File: src/rtl/byte_alu_pkg.sv
package byte_alu_pkg;

   // Operation codes
   typedef enum logic [3:0] {
      OP_ADD = 4'd0,
      OP_ADC = 4'd1,
      OP_SUB = 4'd2,
      OP_SBC = 4'd3,
      OP_CP  = 4'd4,
      OP_AND = 4'd5,
      OP_OR  = 4'd6,
      OP_XOR = 4'd7,
      OP_INC = 4'd8,
      OP_DEC = 4'd9,
      OP_NEG = 4'd10,
      OP_CPL = 4'd11,
      OP_SCF = 4'd12,
      OP_CCF = 4'd13
   } alu_op_e;

   // Flag byte, MSB first: S Z x5 H x3 PV N C
   typedef struct packed {
      logic s;
      logic z;
      logic x5;
      logic h;
      logic x3;
      logic pv;
      logic n;
      logic c;
   } alu_flags_t;

   // Logic unit selector
   typedef enum logic [1:0] {
      LG_AND = 2'd0,
      LG_OR  = 2'd1,
      LG_XOR = 2'd2,
      LG_NOT = 2'd3
   } logic_sel_e;

endpackage

File: src/rtl/byte_alu_addsub.sv
module byte_alu_addsub #(
   parameter int WIDTH       = 8,
   parameter int NIBBLE      = 4,
   parameter int CARRY_STYLE = 0
) (
   input  logic [WIDTH-1:0] x_i,
   input  logic [WIDTH-1:0] y_i,
   input  logic             cin_i,
   input  logic             sub_i,
   output logic [WIDTH-1:0] res_o,
   output logic             carry_o,
   output logic             half_o,
   output logic             ovf_o
);
   localparam int MSB = WIDTH - 1;

   generate
      if (NIBBLE < 1 || NIBBLE >= WIDTH) begin : g_bad_nibble
         $error("byte_alu_addsub: NIBBLE must lie in 1..WIDTH-1");
      end
      if (CARRY_STYLE != 0 && CARRY_STYLE != 1) begin : g_bad_style
         $error("byte_alu_addsub: CARRY_STYLE must be 0 or 1");
      end

      if (CARRY_STYLE == 0) begin : g_wide
         // Whole-word add/subtract; borrow appears as the extra top bit
         logic [WIDTH:0]  wide;
         logic [NIBBLE:0] low;
         always_comb begin
            if (sub_i) begin
               wide = {1'b0, x_i} - {1'b0, y_i} - {{WIDTH{1'b0}}, cin_i};
               low  = {1'b0, x_i[NIBBLE-1:0]} - {1'b0, y_i[NIBBLE-1:0]}
                      - {{NIBBLE{1'b0}}, cin_i};
            end else begin
               wide = {1'b0, x_i} + {1'b0, y_i} + {{WIDTH{1'b0}}, cin_i};
               low  = {1'b0, x_i[NIBBLE-1:0]} + {1'b0, y_i[NIBBLE-1:0]}
                      + {{NIBBLE{1'b0}}, cin_i};
            end
         end
         assign res_o   = wide[WIDTH-1:0];
         assign carry_o = wide[WIDTH];
         assign half_o  = low[NIBBLE];
      end else begin : g_ripple
         // Bit-serial chain; subtraction as x + ~y + ~cin, borrow = ~carry
         logic [WIDTH:0]   c;
         logic [WIDTH-1:0] yy;
         assign yy   = sub_i ? ~y_i : y_i;
         assign c[0] = sub_i ? ~cin_i : cin_i;
         for (genvar i = 0; i < WIDTH; i++) begin : g_bit
            assign res_o[i] = x_i[i] ^ yy[i] ^ c[i];
            assign c[i+1]   = (x_i[i] & yy[i]) | (x_i[i] & c[i]) | (yy[i] & c[i]);
         end
         assign carry_o = c[WIDTH] ^ sub_i;
         assign half_o  = c[NIBBLE] ^ sub_i;
      end
   endgenerate

   // Signed overflow: operand signs compared against result sign
   always_comb begin
      if (sub_i)
         ovf_o = (x_i[MSB] != y_i[MSB]) && (res_o[MSB] != x_i[MSB]);
      else
         ovf_o = (x_i[MSB] == y_i[MSB]) && (res_o[MSB] != x_i[MSB]);
   end

   // A carry out of an addition means the sum wrapped below the first operand
   always_comb begin
      if (!sub_i && carry_o)
         p_add_wrap_r2: assert ((res_o < x_i) || (cin_i && res_o == x_i))
            else $error("add carry without wrap");
      if (sub_i && carry_o)
         p_sub_wrap_r3: assert ((res_o > x_i) || (cin_i && res_o == x_i))
            else $error("borrow without wrap");
   end

endmodule

File: src/rtl/byte_alu_logic.sv
module byte_alu_logic
   import byte_alu_pkg::*;
#(
   parameter int WIDTH = 8
) (
   input  logic [WIDTH-1:0] a_i,
   input  logic [WIDTH-1:0] b_i,
   input  logic_sel_e       sel_i,
   output logic [WIDTH-1:0] res_o
);
   always_comb begin
      unique case (sel_i)
         LG_AND:  res_o = a_i & b_i;
         LG_OR:   res_o = a_i | b_i;
         LG_XOR:  res_o = a_i ^ b_i;
         default: res_o = ~a_i;
      endcase
   end

   always_comb begin
      if (sel_i == LG_AND)
         p_and_subset_r6: assert (((res_o & ~a_i) == '0) && ((res_o & ~b_i) == '0))
            else $error("and result outside operands");
      if (sel_i == LG_OR)
         p_or_cover_r7: assert (((res_o & a_i) == a_i) && ((res_o & b_i) == b_i))
            else $error("or result misses operand bits");
   end

endmodule

File: src/rtl/byte_alu_parity.sv
module byte_alu_parity #(
   parameter int WIDTH = 8,
   parameter int CHAIN = 0
) (
   input  logic [WIDTH-1:0] data_i,
   output logic             even_o
);
   generate
      if (CHAIN == 0) begin : g_reduce
         assign even_o = ~(^data_i);
      end else begin : g_chain
         logic [WIDTH:0] acc;
         assign acc[0] = 1'b1;
         for (genvar i = 0; i < WIDTH; i++) begin : g_step
            assign acc[i+1] = acc[i] ^ data_i[i];
         end
         assign even_o = acc[WIDTH];
      end
   endgenerate

endmodule

File: src/rtl/byte_alu.sv
module byte_alu
   import byte_alu_pkg::*;
#(
   parameter int WIDTH        = 8,
   parameter int NIBBLE       = 4,
   parameter int CARRY_STYLE  = 0,
   parameter int PARITY_CHAIN = 0
) (
   input  logic [3:0]       op_i,
   input  logic [WIDTH-1:0] a_i,
   input  logic [WIDTH-1:0] b_i,
   input  logic [7:0]       flags_i,
   output logic [WIDTH-1:0] result_o,
   output logic [7:0]       flags_o
);
   localparam int MSB = WIDTH - 1;
   localparam logic [WIDTH-1:0] ONE = {{(WIDTH-1){1'b0}}, 1'b1};

   generate
      if (WIDTH < 2) begin : g_bad_width
         $error("byte_alu: WIDTH must be at least 2");
      end
   endgenerate

   alu_op_e    op;
   alu_flags_t fin;
   alu_flags_t fo;

   assign op  = alu_op_e'(op_i);
   assign fin = alu_flags_t'(flags_i);

   // Operand steering for the adder
   logic [WIDTH-1:0] ax, ay;
   logic             acin, asub;

   always_comb begin
      ax   = a_i;
      ay   = b_i;
      acin = 1'b0;
      asub = 1'b0;
      case (op)
         OP_ADC: acin = fin.c;
         OP_SUB, OP_CP: asub = 1'b1;
         OP_SBC: begin asub = 1'b1; acin = fin.c; end
         OP_INC: ay = ONE;
         OP_DEC: begin ay = ONE; asub = 1'b1; end
         OP_NEG: begin ax = '0; ay = a_i; asub = 1'b1; end
         default: ;
      endcase
   end

   logic [WIDTH-1:0] core_res;
   logic             core_c, core_h, core_v;

   byte_alu_addsub #(
      .WIDTH      (WIDTH),
      .NIBBLE     (NIBBLE),
      .CARRY_STYLE(CARRY_STYLE)
   ) u_addsub (
      .x_i    (ax),
      .y_i    (ay),
      .cin_i  (acin),
      .sub_i  (asub),
      .res_o  (core_res),
      .carry_o(core_c),
      .half_o (core_h),
      .ovf_o  (core_v)
   );

   // Logic unit
   logic_sel_e       lsel;
   logic [WIDTH-1:0] lres;
   logic             lpar;

   always_comb begin
      case (op)
         OP_AND:  lsel = LG_AND;
         OP_OR:   lsel = LG_OR;
         OP_XOR:  lsel = LG_XOR;
         default: lsel = LG_NOT;
      endcase
   end

   byte_alu_logic #(.WIDTH(WIDTH)) u_logic (
      .a_i  (a_i),
      .b_i  (b_i),
      .sel_i(lsel),
      .res_o(lres)
   );

   byte_alu_parity #(.WIDTH(WIDTH), .CHAIN(PARITY_CHAIN)) u_parity (
      .data_i(lres),
      .even_o(lpar)
   );

   // Result and flag assembly
   always_comb begin
      fo       = fin;
      result_o = a_i;
      case (op)
         OP_ADD, OP_ADC, OP_SUB, OP_SBC, OP_CP, OP_NEG, OP_INC, OP_DEC: begin
            if (op != OP_CP) result_o = core_res;
            fo.s  = core_res[MSB];
            fo.z  = (core_res == '0);
            fo.h  = core_h;
            fo.pv = core_v;
            fo.n  = asub;
            if (op != OP_INC && op != OP_DEC) fo.c = core_c;
         end
         OP_AND, OP_OR, OP_XOR: begin
            result_o = lres;
            fo.s  = lres[MSB];
            fo.z  = (lres == '0);
            fo.h  = (op == OP_AND);
            fo.pv = lpar;
            fo.n  = 1'b0;
            fo.c  = 1'b0;
         end
         OP_CPL: begin
            result_o = lres;
            fo.h = 1'b1;
            fo.n = 1'b1;
         end
         OP_SCF: begin
            fo.c = 1'b1;
            fo.n = 1'b0;
            fo.h = 1'b0;
         end
         OP_CCF: begin
            fo.c = ~fin.c;
            fo.n = 1'b0;
         end
         default: ;
      endcase
   end

   assign flags_o = fo;

   // Checks at the block boundary
   always_comb begin
      p_undoc_bits_r12: assert (flags_o[5] == flags_i[5] && flags_o[3] == flags_i[3])
         else $error("pass-through bits changed");
      if (op_i == 4'd4)
         p_cp_keeps_a_r4: assert (result_o == a_i)
            else $error("compare altered accumulator");
      if (op_i == 4'd8 || op_i == 4'd9)
         p_step_keeps_c_r8: assert (flags_o[0] == flags_i[0])
            else $error("inc/dec touched carry");
      if (op_i <= 4'd3 || (op_i >= 4'd5 && op_i <= 4'd10))
         p_zero_sign_r5: assert (flags_o[6] == (result_o == '0) && flags_o[7] == result_o[MSB])
            else $error("zero/sign disagree with result");
      if (op_i >= 4'd11)
         p_keep_szp_r10: assert (flags_o[7] == flags_i[7] && flags_o[6] == flags_i[6]
                                 && flags_o[2] == flags_i[2])
            else $error("S/Z/PV changed by flag-only op");
   end

endmodule

File: config.mk
export PLATFORM = sky130hd
export DESIGN_NAME = byte_alu
export DESIGN_NICKNAME = d
export VERILOG_FILES = /design/src/rtl/byte_alu_pkg.sv /design/src/rtl/byte_alu_addsub.sv /design/src/rtl/byte_alu_logic.sv /design/src/rtl/byte_alu_parity.sv /design/src/rtl/byte_alu.sv
export SDC_FILE = /design/constraint.sdc
export NUM_CORES = 1
export LEC_CHECK = 0
export BUFFER_PORTS_ARGS = -buffer_cell sky130_fd_sc_hd__buf_2
export CAP_MARGIN = 30
export CORE_UTILIZATION = 64
export DETAILED_ROUTE_END_ITERATION = 16
export PLACE_DENSITY = 0.91
export SYNTH_ARGS = -nofsm -noshare
export SYNTH_HDL_FRONTEND = slang
export SYNTH_HIERARCHICAL = 1
export SYNTH_SLANG_ARGS = --single-unit
File: constraint.sdc
create_clock -name vclk -period 12.9
set_input_delay 2.58 -clock vclk [all_inputs]
set_output_delay 2.58 -clock vclk [all_outputs]
set_load 0.02 [all_outputs]
# --- Word level (Yosys, flattened, before mapping) ---
# Cells that the tools add are included.
# Widths: inputs -> output; s select.
totals:
  register_bits: 0
  elab_cells: 67
op_classes:
  muxes: 17
  bitwise: 6
  reduce_logical: 15
  add_sub_neg: 8
  eq_ne: 21
ops:
  columns: ["op", "count"]
  rows:
  - ["$pmux 8 s2", 2]
  - ["$eq 4x4->1 const B", 6]
  - ["$pmux 8 s3", 1]
  - ["$eq 4x3->1 const B", 4]
  - ["$logic_not 8->1", 2]
  - ["$mux 8", 2]
  - ["$reduce_or 5->1", 2]
  - ["$add 8x8->9", 1]
  - ["$add 9x1->9", 1]
  - ["$mux 9", 1]
  - ["$sub 8x8->9", 1]
  - ["$sub 9x1->9", 1]
  - ["$and 8x8->8", 1]
  - ["$eq 4x2->1 const B", 2]
  - ["$ne 4x4->1 const B", 2]
  - ["$not 8->8", 1]
  - ["$or 8x8->8", 1]
  - ["$pmux 1 s4", 2]
  - ["$reduce_or 8->1", 1]
  - ["$reduce_xor 8->1", 1]
  - ["$xor 8x8->8", 1]
  - ["$pmux 2 s3", 1]
  - ["$add 4x4->5", 1]
  - ["$add 5x1->5", 1]
  - ["other kinds (20)", 28]

# --- Logic depth before layout (Yosys ltp) ---
# Gate-level depths: netlist of run 1.
logic_depth:
  depth_word: 10
  depth_mapped: 17

# --- Modules after synthesis ---
# Netlist of run 1, hierarchy kept.
by_module_without_submodules:
  columns: ["module", "seq_area_each_um2", "cells_per_inst", "area_each_um2", "instances"]
  rows:
  - ["byte_alu_addsub", 0.0, 134, 996.0, 1]
  - ["byte_alu", 0.0, 95, 706.9, 1]
  - ["byte_alu_logic", 0.0, 50, 493.0, 1]
  - ["byte_alu_parity", 0.0, 7, 61.3, 1]

# --- Worst setup path before layout of run 1 ---
# No wires, ideal clock.
synth_path:
  path_kind: "input to output"
  from: "input op_i[2]"
  to: "output flags_o[6]"
  arrival_ps: 5710
  path_buffers: 2
  slack_ps: 4610
  path_stages: 15
  required_ps: 10320
  path_cell_list: "buf_4 nand2b_4 nor2_2 buf_6 a22o_1 ha_1 inv_1 ha_1 a21o_2 or4_4 nand3_1 o21ai_0 or4_1 nor2_1 a211o_1"
synth_via:
  elab_chain_cells: 8
  elab_cells_between_ends: 33
  classes_between: "4 x add/sub; 12 x eq/ne; 8 x mux; 9 x reduce/logical"
synth_lines:
  columns: ["element", "line", "text"]
  rows:
  - ["from (decl)", "byte_alu.sv:9", "input logic [3:0] op_i,"]
  - ["$eq 4x4->1", "byte_alu.sv:41", "case (op)"]
  - ["$reduce_or 2->1 (no source line)", null, null]
  - ["$pmux 8 s2 (*)", "byte_alu.sv:41", null]
  - ["via ay[6]", "byte_alu.sv:33", "logic [WIDTH-1:0] ax, ay;"]
  - ["$add 8x8->9 / $sub 8x8->9 (equally long branches)", "byte_alu_addsub.sv:35, byte_alu_addsub.sv:31", null]
  - ["$add 9x1->9 / $sub 9x1->9 (equally long branches)", "byte_alu_addsub.sv:35, byte_alu_addsub.sv:31", null]
  - ["$mux 9 (*)", "byte_alu_addsub.sv:30", "if (sub_i) begin"]
  - ["via core_res[7]", "byte_alu.sv:52", "logic [WIDTH-1:0] core_res;"]
  - ["$logic_not 8->1 (*)", "byte_alu.sv:104", "fo.z = (core_res == '0);"]
  - ["$pmux 2 s2 (*)", "byte_alu.sv:100", "case (op)"]
  - ["to (decl)", "byte_alu.sv:14", "output logic [7:0] flags_o"]
# The timed path passes the listed nets; every way through them passes the cells marked *.

# --- Final worst setup path of run 1 ---
layout_path:
  from: "input op_i[3]"
  to: "output flags_o[6]"
# Same word-level chain as after synthesis.

==> results of run 1 <==
-- path summary, 6_finish.rpt --
check	startpoint	slack (ns)	end	cells after the start
hold / removal	flags_i[3]	5.16	flags_o[3]	0
setup / recovery	op_i[3]	3.74	flags_o[6]	15
-- cell families (layout without fill, tap and decap cells) --
kind of cell | Yosys count | count (layout) | share of synthesized area
muxes | 11 | 11 | 0.0931
AOI/OAI and AO/OA | 71 | 71 | 0.254
adders and majority gates | 41 | 41 | 0.241
and+or+nand+nor | 76 | 76 | 0.198
xor gates and xnor gates | 20 | 20 | 0.0776
buffers and inverters | 67 | 94 | 0.136
-- area by class of cell --
class,count,share of cell area
inverter,54,0.0841
multi-input combinational,219,0.809
tap,46,0.0239
timing repair buffer,40,0.0831
-- routing by layer --
| metal | track usage | vias to the layer above | part of all wire |
|---|---|---|---|
| li1 | - | 1072 | - |
| met1 | 0.411 | 1013 | 0.41 |
| met2 | 0.550 | 108 | 0.51 |
| met3 | 0.0189 | 10 | 0.071 |
| met4 | 0.0825 | 0 | 0.012 |
| met5 | 0 | - | 0 |
-- per-stage QoR --
stage                     power [mW]  std cells
final                          0.148        359
after global routing           0.162        359
after CTS                      0.146        359
after detailed placement       0.144        359
after global placement         0.141        359
after floorplan                0.112        286
-- placed cells by master, fill, tap and decap left out, types with 7 or more instances in the layout --
cell / instances
a21oi_1: 10
a221o_1: 12
a22o_1: 7
and3_1: 12
buf_2: 40
ha_1: 37
inv_1: 54
mux4_2: 8
nand2_1: 14
nor2_1: 14
nor2b_1: 11
o21ai_0: 9
xnor2_1: 16
-- where the power goes --
part           internal [mW]  leakage (nW)  total [mW]  switching (mW)
Sequential                 0             0           0               0
Clock                      0             0           0               0
Combinational         0.0620          1.24       0.148          0.0857
Total                 0.0620          1.24       0.148          0.0857
==> summary.md, run 1 <==
| Metric | Value |
|---|---|
| Mean Syn Cell Area | `7.89 sq um` |
| ANT cells | `0` |
| Tot GR Track Use | `0.310` |
| Tcrit/Tclk final | `0.710` |
| Fin area | `0.00241 sq mm` |
| Cell Area, Placed | `0.00241 sq mm` |
| Setup ws final | `3.74 ns` |
| Worst hold path type | `in2out` |
| Worst EP arrival | `6.58 ns` |
| Post-synth top cells | `inv_1, ha_1, xnor2_1` |
| Critical path buffers and inverters | `2` |
| Hold Fails Final Rpt | `0` |
| Area Overhead vs Synth | `6.76%` |
| Max Fclk | `109 MHz` |
| Initial antenna violation count | `0` |
| Row count | `21` |
| Yosys top cell area share | `0.205` |
| Pre-CTS setup slack | `3.81 ns` |
| DP HPWL | `4.77 mm` |
| Slowest stage delay, CP | `0.67 ns` |
| Hold_ws | `5.16 ns` |
| Crit path max fanout | `21` |
| Ys Warns | `6` |
| Netlist cell types | `58` |
| PwrDens | `61.3 mW/mm^2` |
| Crit-path leading delay family | `compound AO/OA/AOI/OAI gates` |
| Global-route wire length before repair | `8.76 mm` |
| Area of the mapped netlist | `0.00226 sq mm` |
| GPL Wtd Cong | `0.954` |
| Worst vdd ir | `0.0381 mV` |
| Syn nets | `355` |
| DR iter-0 viols | `159` |
| Detailed Route WL | `5.64 mm` |
| Core area | `0.00336 sq mm` |
| IO Port Bufs | `40` |
| Routed len/inst | `15.7 um` |
| Min Tclk post-route | `9.16 ns` |
| Pre-Repair DR Iteration Count | `5` |
| CTS Hold Bufs | `0` |
| Die Y | `61.4 um` |
| # IOs | `44` |
| Max cap viols | `0` |
| Leakage | `1.24 nW` |
| Largest net degree at the start of global routing | `22` |
| Die ar. | `0.00377 sq mm` |
| Data required, critical path | `10.32 ns` |
| Actual slew at the worst max-slew pin | `0.941 ns` |
| Sequential fraction of the synthesis area | `0` |
| Initial core utilization | `0.671` |
| Post-synthesis cell count | `286` |
| Final setup TNS | `0 ns` |
| Layout cell share with drive strength beyond 1 | `0.211` |
| CP Capture Type | `output pin` |
| Status | `finished clean` |
| Startpoint Class | `input port` |
| Post-CTS sizing | `0` |
| Max Slew Vio Count | `0` |
| Post-CTS Setup Inserts | `0` |
| Critical-path top delay cell | `a2111oi_0` |
| Type of the worst setup path | `in2out` |
| Number of filler cells placed in the layout | `277` |
| DRC | `0` |
| Cell taking the most area after synthesis | `ha_1` |
| Clock buffer count | `0` |
| Vias/cell | `6.14` |
| Sequential cell area | `0 sq um` |
| Number of global-route vias before repair | `2,029` |
| RSZ-0062 raised after global routing | `false` |
| Die width | `61.4 um` |
| Nets@finish | `384` |
| Crit path cell chain | `buf_2, nand2b_4, nor2_2, a21oi_1, fa_1, fa_1, nand2_1, a21oi_1, o2bb2ai_1, xor2_1, a2111oi_0, or4_1, nor2_1, a211o_1, buf_2` |
| Area of the multi-input gates | `0.00195 sq mm` |
| Slew headroom | `0.373` |
| Count leader, synth | `inv_1` |
| DRT antenna net count | `0` |
| Final core utilization | `0.717` |
| Via count | `2,203` |
| GRT Residual Overflow | `0` |
| Sequential cell count | `0` |
| Synth area leaders | `ha_1, inv_1, mux4_2, xnor2_1, a221o_1` |
| Final setup fails | `0` |
Note: power is estimated with default switching activity, not from simulation.
==> run 2, diff against run 1 <==
- CORE_UTILIZATION: 64 -> 60
- PLACE_DENSITY: 0.91 -> 0.86
- clock period: 12.9 -> 8.95 ns (I/O delays scaled with it)
==> summary.md, run 2 (same netlist as run 1, synthesis figures left out) <==
| Metric | Value |
|---|---|
| Initial core utilization | `0.651` |
| GRT Residual Overflow | `0` |
| Hold Fails Final Rpt | `0` |
| Final core utilization | `0.695` |
| Post-CTS Setup Inserts | `0` |
| Crit path max fanout | `21` |
| DR iter-0 viols | `179` |
| Pre-Repair DR Iteration Count | `7` |
| Final setup TNS | `0 ns` |
| Detailed Route WL | `5.41 mm` |
| Max Slew Vio Count | `0` |
| Sequential cell count | `0` |
| Most frequent cells in the layout | `inv_1, buf_2, ha_1` |
| Global-route wire length before repair | `9.20 mm` |
| Final setup fails | `0` |
| PwrDens | `87.5 mW/mm^2` |
| Most common cell after layout, fill and taps aside | `inv_1` |
| CTS Hold Bufs | `0` |
| Type of the worst setup path | `in2out` |
| WHS Path Cells | `0` |
| Die width | `63.3 um` |
| Row count | `21` |
| DRC | `0` |
| Routed len/inst | `15.1 um` |
| Layout cell share with drive strength beyond 1 | `0.211` |
| Core area | `0.00347 sq mm` |
| GPL Wtd Cong | `0.954` |
| Vias/cell | `5.96` |
| Max Fclk | `135 MHz` |
| Min Tclk post-route | `7.43 ns` |
| Die ar. | `0.00401 sq mm` |
| Number of global-route vias before repair | `1,968` |
| Leakage | `1.24 nW` |
| WHS Endpoint | `flags_o[3]` |
| Nets@finish | `384` |
| Status | `finished clean` |
| Sequential cell area | `0 sq um` |
| DP HPWL | `4.52 mm` |
| Startpoint Class | `input port` |
| Tcrit/Tclk final | `0.830` |
| IO Port Bufs | `40` |
| ANT cells | `0` |
| Largest net degree at the start of global routing | `22` |
| Worst EP arrival | `5.64 ns` |
| # IOs | `44` |
| Initial antenna violation count | `0` |
| Via count | `2,140` |
| Slew headroom | `0.353` |
| DRT antenna net count | `0` |
| Actual slew at the worst max-slew pin | `0.971 ns` |
| Worst hold start | `flags_i[3]` |
| Tot GR Track Use | `0.278` |
| CP Capture Type | `output pin` |
| Worst hold path type | `in2out` |
| Worst vdd ir | `0.0489 mV` |
| Data required, critical path | `7.16 ns` |
| Max cap viols | `0` |
| Hold_ws | `3.58 ns` |
| Clock buffer count | `0` |
| Die Y | `63.3 um` |
| RSZ-0062 raised after global routing | `false` |
| Area Overhead vs Synth | `6.76%` |
| Post-CTS sizing | `0` |
-- run 2: cell counts in the layout (fill, tap and decap cells not counted) --
Identical to the previous run, type by type.
-- run 2: worst max path at each step --
| stage | start | endpoint | slack, ns | depth (start not counted) |
|---|---|---|---|---|
| finish | op_i[3] | flags_o[6] | 1.52 | 15 |
| global route | op_i[3] | flags_o[6] | 1.20 | 17 |
| CTS | op_i[3] | flags_o[6] | 1.57 | 15 |
| detailed placement | op_i[3] | flags_o[6] | 1.58 | 15 |
| global placement | op_i[3] | flags_o[6] | 1.62 | 15 |
| floorplan | op_i[2] | flags_o[6] | 2.24 | 15 |
-- run 2: layout make-up --
class | count | area (sq um)
Multi-Input combinational cell | 219 | 1950
Timing Repair Buffer | 40 | 200
Inverter | 54 | 203
Tap cell | 46 | 57.6
Fill cell | 311 | 1060
-- run 2: power breakdown --
part	switching, mW	internal (mW)	total, mW
combinational	0.122	0.0893	0.211
clock	0	0	0
sequential	0	0	0
total	0.122	0.0893	0.211
-- run 2: metrics by stage --
| stage | power (mW) | cell area, sq um | cells | setup WS [ns] |
|---|---|---|---|---|
| after CTS | 0.208 | 2410 | 359 | 1.57 |
| after detailed placement | 0.206 | 2410 | 359 | 1.58 |
| after floorplan | 0.162 | 2260 | 286 | 2.24 |
| after global routing | 0.231 | 2410 | 359 | 1.20 |
| after global placement | 0.204 | 2410 | 359 | 1.62 |
| final | 0.211 | 2410 | 359 | 1.52 |
-- run 2: routing by layer --
layer  routed length (um)  GRT usage  up-vias  part of all wire
li1                     -          -     1073                 -
met1                 2450      0.400      993              0.45
met2                 2640      0.484       72              0.49
met3                  290    0.00543        2             0.054
met4                   18     0.0114        0            0.0033
met5                    0          0        -                 0
-- run 2: worst max-delay path, stage by stage --
cell and delay [ns]:
buf_2 0.34, nand2b_4 0.09, nor2_2 0.46, a22o_1 0.29
ha_1 0.30, inv_1 0.15, ha_1 0.30, a21o_2 0.24
or4_4 0.53, nand3_1 0.10, o21ai_0 0.16, or4_1 0.47
nor2_1 0.12, a211o_1 0.12, buf_2 0.16
